--- config.mk ---
export PLATFORM = sky130hd
export DESIGN_NAME = hv_sync_router
export DESIGN_NICKNAME = d
export VERILOG_FILES = /design/src/rtl/hv_sync_pkg.sv /design/src/rtl/sync_level_sampler.sv /design/src/rtl/sync_pin_route.sv /design/src/rtl/hv_sync_router.sv
export SDC_FILE = /design/constraint.sdc
export NUM_CORES = 1
export LEC_CHECK = 0
export BUFFER_PORTS_ARGS = -buffer_cell sky130_fd_sc_hd__buf_2
export CAP_MARGIN = 5
export CORE_MARGIN = 2
export CORE_UTILIZATION = 45
export CTS_CLUSTER_DIAMETER = 200
export DETAILED_ROUTE_END_ITERATION = 16
export GPL_ROUTABILITY_DRIVEN = 1
export SLEW_MARGIN = 20
export SYNTH_ARGS = -nofsm -noshare
export SYNTH_HDL_FRONTEND = slang
export SYNTH_SLANG_ARGS = --single-unit
--- constraint.sdc ---
create_clock -name clk -period 3.8 [get_ports clk]
set_input_delay 0.57 -clock clk [delete_from_list [all_inputs] [get_ports clk]]
set_output_delay 0.57 -clock clk [all_outputs]
set_load 0.03 [all_outputs]
--- src/rtl/hv_sync_pkg.sv ---
`timescale 1ns/1ps
package hv_sync_pkg;
    localparam int CH_H = 0;
    localparam int CH_V = 1;
    localparam int N_CH = 2;

    typedef enum logic [1:0] {
        SRC_DIRECT = 2'd0,
        SRC_COMP   = 2'd1,
        SRC_FREE   = 2'd2
    } route_src_e;

    typedef struct packed {
        route_src_e src;
        logic       pos_level;
        logic       value;
    } route_t;
endpackage

--- src/rtl/sync_level_sampler.sv ---
`timescale 1ns/1ps
module sync_level_sampler #(
    parameter int SAMPLE_DIV  = 4,
    parameter int WIN_SAMPLES = 256,
    parameter int TIMEOUT     = 65536
) (
    input  logic clk,
    input  logic rst_n,
    input  logic sync_raw,
    output logic polarity,
    output logic present,
    output logic win_done,
    output logic edge_seen,
    output logic tmo_hit
);
    localparam int DIV_W = (SAMPLE_DIV > 1) ? $clog2(SAMPLE_DIV) : 1;
    localparam int SMP_W = (WIN_SAMPLES > 1) ? $clog2(WIN_SAMPLES) : 1;
    localparam int HI_W  = $clog2(WIN_SAMPLES + 1);
    localparam int TMO_W = $clog2(TIMEOUT + 1);
    localparam logic [DIV_W-1:0] DIV_MAX  = DIV_W'(SAMPLE_DIV - 1);
    localparam logic [SMP_W-1:0] SMP_LAST = SMP_W'(WIN_SAMPLES - 1);
    localparam logic [HI_W-1:0]  HALF     = HI_W'(WIN_SAMPLES / 2);
    localparam logic [TMO_W-1:0] TMO_LAST = TMO_W'(TIMEOUT - 1);

    typedef struct packed {
        logic             sync_a;
        logic             sync_b;
        logic             last;
        logic [DIV_W-1:0] div;
        logic [SMP_W-1:0] smp;
        logic [HI_W-1:0]  hi;
        logic [TMO_W-1:0] tmo;
        logic             present;
        logic             pol;
    } smp_state_t;

    smp_state_t st_d, st_q;
    logic       tick_c, done_c, edge_c, tmo_c;
    logic [HI_W-1:0] hi_sum_c;

    always_comb begin
        st_d     = st_q;
        st_d.sync_a = sync_raw;
        st_d.sync_b = st_q.sync_a;
        st_d.last   = st_q.sync_b;

        edge_c   = st_q.sync_b ^ st_q.last;
        tick_c   = (st_q.div == DIV_MAX);
        done_c   = tick_c && (st_q.smp == SMP_LAST);
        hi_sum_c = st_q.hi + HI_W'(st_q.sync_b);
        tmo_c    = !edge_c && (st_q.tmo == TMO_LAST);

        st_d.div = tick_c ? '0 : st_q.div + 1'b1;

        if (tick_c) begin
            if (done_c) begin
                st_d.pol = (hi_sum_c < HALF);
                st_d.hi  = '0;
                st_d.smp = '0;
            end else begin
                st_d.hi  = hi_sum_c;
                st_d.smp = st_q.smp + 1'b1;
            end
        end

        if (edge_c) begin
            st_d.tmo     = '0;
            st_d.present = 1'b1;
        end else if (tmo_c) begin
            st_d.present = 1'b0;
        end else begin
            st_d.tmo = st_q.tmo + 1'b1;
        end
    end

    always_ff @(posedge clk or negedge rst_n) begin
        if (!rst_n) begin
            st_q <= '0;
        end else begin
            st_q <= st_d;
        end
    end

    assign polarity  = st_q.pol;
    assign present   = st_q.present;
    assign win_done  = done_c;
    assign edge_seen = edge_c;
    assign tmo_hit   = tmo_c;
endmodule

--- src/rtl/sync_pin_route.sv ---
`timescale 1ns/1ps
module sync_pin_route
    import hv_sync_pkg::*;
#(
    parameter bit COMP_RAW = 1'b1
) (
    input  logic direct_in,
    input  logic comp_in,
    input  logic free_in,
    input  logic det_pol,
    input  logic out_pol,
    input  logic comp_sel,
    input  logic frun_n,
    input  logic en_n,
    output logic pin_drv,
    output logic pin_oe
);
    logic   comp_pos;
    route_t rt;

    // Composite source is either the raw line (needs its detected sense
    // removed) or an already positive-going separated pulse.
    generate
        if (COMP_RAW) begin : g_comp_raw
            assign comp_pos = comp_in ^ ~det_pol;
        end else begin : g_comp_sep
            assign comp_pos = comp_in;
        end
    endgenerate

    always_comb begin
        rt = '0;
        if (!frun_n) begin
            rt.src = SRC_FREE;
        end else if (comp_sel) begin
            rt.src = SRC_COMP;
        end else begin
            rt.src = SRC_DIRECT;
        end
        case (rt.src)
            SRC_DIRECT: rt.pos_level = direct_in ^ ~det_pol;
            SRC_COMP:   rt.pos_level = comp_pos;
            SRC_FREE:   rt.pos_level = free_in;
            default:    rt.pos_level = 1'b0;
        endcase
        rt.value = rt.pos_level ^ ~out_pol;
    end

    assign pin_oe  = ~en_n;
    assign pin_drv = pin_oe & rt.value;
endmodule

--- src/rtl/hv_sync_router.sv ---
`timescale 1ns/1ps
module hv_sync_router
    import hv_sync_pkg::*;
#(
    parameter int SAMPLE_DIV  = 4,
    parameter int WIN_SAMPLES = 256,
    parameter int TIMEOUT     = 65536
) (
    input  logic clk,
    input  logic rst_n,
    input  logic hs_in,
    input  logic vs_in,
    input  logic sep_vs,
    input  logic fr_hs,
    input  logic fr_vs,
    input  logic comp_sel,
    input  logic frun_n,
    input  logic hen_n,
    input  logic ven_n,
    input  logic hpol_out,
    input  logic vpol_out,
    output logic h_present,
    output logic v_present,
    output logic h_pol,
    output logic v_pol,
    output logic h_drv,
    output logic v_drv,
    output logic h_oe,
    output logic v_oe
);
    logic [N_CH-1:0] raw_w, comp_w, free_w, opol_w, en_w;
    logic [N_CH-1:0] pol_w, pres_w, done_w, edge_w, tmo_w, drv_w, oe_w;

    assign raw_w  = {vs_in,    hs_in};
    assign comp_w = {sep_vs,   hs_in};
    assign free_w = {fr_vs,    fr_hs};
    assign opol_w = {vpol_out, hpol_out};
    assign en_w   = {ven_n,    hen_n};

    generate
        for (genvar ch = 0; ch < N_CH; ch++) begin : g_ch
            sync_level_sampler #(
                .SAMPLE_DIV (SAMPLE_DIV),
                .WIN_SAMPLES(WIN_SAMPLES),
                .TIMEOUT    (TIMEOUT)
            ) smp_i (
                .clk      (clk),
                .rst_n    (rst_n),
                .sync_raw (raw_w[ch]),
                .polarity (pol_w[ch]),
                .present  (pres_w[ch]),
                .win_done (done_w[ch]),
                .edge_seen(edge_w[ch]),
                .tmo_hit  (tmo_w[ch])
            );

            sync_pin_route #(
                .COMP_RAW(ch == CH_H)
            ) route_i (
                .direct_in(raw_w[ch]),
                .comp_in  (comp_w[ch]),
                .free_in  (free_w[ch]),
                .det_pol  (pol_w[ch]),
                .out_pol  (opol_w[ch]),
                .comp_sel (comp_sel),
                .frun_n   (frun_n),
                .en_n     (en_w[ch]),
                .pin_drv  (drv_w[ch]),
                .pin_oe   (oe_w[ch])
            );
        end
    endgenerate

    assign h_present = pres_w[CH_H];
    assign v_present = pres_w[CH_V];
    assign h_pol     = pol_w[CH_H];
    assign v_pol     = pol_w[CH_V];
    assign h_drv     = drv_w[CH_H];
    assign v_drv     = drv_w[CH_V];
    assign h_oe      = oe_w[CH_H];
    assign v_oe      = oe_w[CH_V];
endmodule

==> results by group <==
Final layout
  • Post-route cell area: 4295 sq um
  • Leading cell types in the layout, fill and taps excluded: dfrtp_1 (82), nor2_1 (50), xor2_1 (26)
  • Final core utilization: 0.5176
  • Register area: around 2100 sq um
  • Filler cells: about 750
  • Layout cells sized above 1: 0.1235
  • N_diodes: 0
  • Area growth syn-to-layout: 9.926%
  • Final nets: between 400 and 500
  • Multi-input logic area: approximately 1700 sq um
  • Commonest non-fill, non-tap cell in the layout: dfrtp_1

Pwr
  • P_int: about 1.3 mW
  • Switch share: 0.2561
  • LEAKAGE: 1.914 nW
  • Clk pwr share: 0.352
  • NetSw: 0.4568 mW
  • Pwr Density: between 400 and 500 nW/um^2
  • Peak supply drop: 0.0001947 V
  • Reg power frac: 0.558
  • Comb pwr share: 0.090

STA
  • Final Max Tran Viols: 0
  • Worst hold margin: roughly 260 ps
  • Setup TNS: 0 ps
  • Final setup viols: 0
  • RSZ-0062 raised after global routing: no
  • Clock Skews: 5.488 ps
  • Fmax: 379.4 MHz
  • Slew margin rel.: 0.5048
  • Hold Fails Final Rpt: 0
  • Final worst-path cycle share: 0.6937
  • Tmin final: approximately 2600 ps
  • Worst slew pin tran: 742.8 ps

Logic synthesis
  • Synthesized area per cell: 10.28 sq um
  • Share of the synthesized area in the top cell type: 0.5251
  • Ys flop type: dfrtp_1
  • #FFs+latches synth: between 80 and 90
  • Mapped Area: 3907 sq um
  • Synth area leaders: dfrtp_1 (53%), xor2_1 (5.8%), nor2_1 (4.8%)
  • EDFF count, synth: 0
  • Async S/R FF share, synth: 1.000
  • Distinct cell type count after synthesis: 42
  • Yosys top cell by area: dfrtp_1
  • Post-Syn Nets: 405
  • Post-synthesis sequential area ratio: 0.5251
  • Yosys warns: 0
  • Gate Count Post-Synth: between 300 and 400

Critical path
  • Crit-path leading delay family: simple AND/OR/NAND/NOR gates
  • Critical path cell sequence: and3_1 -> nand3_1 -> nor4_1 -> ha_1 -> and4b_1 -> nor4b_1 -> a21oi_1 -> a31o_2
  • Crit start category: register
  • CP Depth: 8
  • Arrival time at the worst endpoint: between 2000 and 3000 ps
  • CP peak stage delay: approximately 550 ps
  • Critical-path top delay cell: nor4b_1
  • Kind of critical path: register to register
  • WP buf/inv: 0
  • Cells on worst reg2reg path: 8
  • Critical Path Fanout Max: 8
  • Critical path capture point type: register
  • CP required: a little over 4000 ps

Run status
  • Status: completed

Die
  • Die X: ~97 um
  • Initial core utilization: 0.4708
  • Die Span Y: slightly below 100 um
  • Die area: around 9400 sq um
  • Core Rows: 33
  • I/O pin count: 21
  • Core area: 8299 sq um

Clock tree
  • # Post-CTS Setup Buffers: 0
  • CTS tree: yes
  • # hold bufs at CTS: 0
  • CTS sink cnt: 82
  • Htree depth: 3
  • CTS buffer count: 9
  • # resized after CTS: 0
  • Worst skew pair latency: 340 ps
  • Reg clk slew, reported paths: approximately 80 ps
  • Clk buf depth: 2
  • Root Buffer: clkbuf_8

Drt
  • Post-DRT Antenna Nets: 0
  • DR vias: 2,741
  • DR pass1 iterations: 4
  • Drt wl/cell: ~13 um
  • Initial DRC count: between 90 and 100
  • WL final: approximately 6600 um
  • Drt drc: 0
  • Via/cell ratio: 5.375

GRT
  • Vias in the first global route: ~2,700
  • GRT Total Usage: 0.1543
  • Initial antenna violation count: 0
  • GRT overflow: 0
  • Global-route wire length before repair: about 12,000 um
  • Largest net degree at the start of global routing: 83

Placement
  • DP HPWL: 4321 um
  • RePlAce Congestion: between 0.7 and 0.8
  • Placed cell areas: slightly above 4000 sq um
  • Count of input and output buffers: 20

Min path
  • Hold Crit Class: input port to asynchronous set/reset pin

Flow run
  • Max Cap Viol: 0
[cell type report]
type,count,share of cell area
clock inverters,3,0.009321
flip-flops and latches,82,0.4777
repair buffers,23,0.03000
clock buffers,11,0.03525
well taps,105,0.03059
inverters,16,0.01398
multi-input cells,270,0.4031
[worst reg2reg max path, delay by kind of cell, from the launching register on]
kind / cells / cell delay, ps
AND/OR/NAND/NOR: 5 / 1440
flip-flops: 1 / 430
AO/OA/AOI/OAI: 2 / 390
adder cells (fa/ha/maj): 1 / 290
[per-layer routing]
layer	wire length, um	up-vias	share of wire	track usage
li1	-	1364	-	-
met1	3390	1338	0.51	0.2046
met2	2977	30	0.45	0.2441
met3	157	9	0.024	0.02950
met4	119	0	0.018	0.07367
met5	0	-	0	0
[path summary, 6_finish.rpt]
check                                              startpoint                                  to  slack, ps
max                        g_ch[0].smp_i.st_q[12]$_DFFE_PN0P_  g_ch[0].smp_i.st_q[13]$_DFFE_PN0P_       1160
min                                                     rst_n   g_ch[1].smp_i.st_q[7]$_DFFE_PN0P_        260
max reg2reg                g_ch[0].smp_i.st_q[12]$_DFFE_PN0P_  g_ch[0].smp_i.st_q[13]$_DFFE_PN0P_       1160
min reg2reg                  g_ch[0].smp_i.st_d[39]$_DFF_PN0_    g_ch[0].smp_i.st_d[38]$_DFF_PN0_        350
max in group asynchronous                               rst_n  g_ch[0].smp_i.st_q[29]$_DFFE_PN0P_       3030
min in group clk             g_ch[0].smp_i.st_d[39]$_DFF_PN0_    g_ch[0].smp_i.st_d[38]$_DFF_PN0_        350
[cell families (layout without fill, tap and decap cells)]
group / Yosys count / in the layout / share of synthesized area
buf+inv: 28 / 53 / 0.03170
compound gates: 51 / 51 / 0.07877
xor+xnor: 46 / 46 / 0.1031
mux: 6 / 6 / 0.01665
simple gates: 155 / 155 / 0.2062
flops: 82 / 82 / 0.5251
fa+ha+maj: 12 / 12 / 0.03842
[cells in the mapped netlist (all sizes together), types with 2 or more instances]
library cell	count
or4b	2
and3	6
nand2	23
inv	16
nand4	15
nand3	19
xnor2	20
a21oi	16
nor4	7
mux2i	2
nand4b	2
nor2b	7
xor2	26
o31ai	4
nor2	50
nor3	5
buf	4
or3	11
o22ai	2
and4	3
clkbuf	8
ha	12
mux2	4
o21ai	18
dfrtp	82
a31o	5
[sequential cells by signal (all words and copies together) (netlist names)]
register,count
g_ch.smp_i.polarity,2
g_ch.smp_i.present,2
g_ch.smp_i.st_d,4
g_ch.smp_i.st_q,74
[metrics by stage]
stage | power, mW | setup slack [ps] | cells
after global routing | 1.878 | 881.0 | 510
final | 1.784 | 1164 | 510
after floorplan | 1.110 | 1404 | 380
after detailed placement | 1.176 | 1188 | 496
after CTS | 1.811 | 1151 | 510
after global placement | 1.169 | 1239 | 496
[power groups by stage]
| stage | registers [mW] | clock network, mW | logic, mW |
|---|---|---|---|
| 2_1_floorplan | 0.990 | 0 | 0.120 |
| 3_3_place_gp | 1.01 | 0 | 0.159 |
| 3_5_place_dp | 1.01 | 0 | 0.164 |
| 4_1_cts | 0.996 | 0.651 | 0.164 |
| 5_1_grt | 1.01 | 0.684 | 0.188 |
| 6_report | 0.996 | 0.627 | 0.161 |
Power figures use the tool's default switching activity.
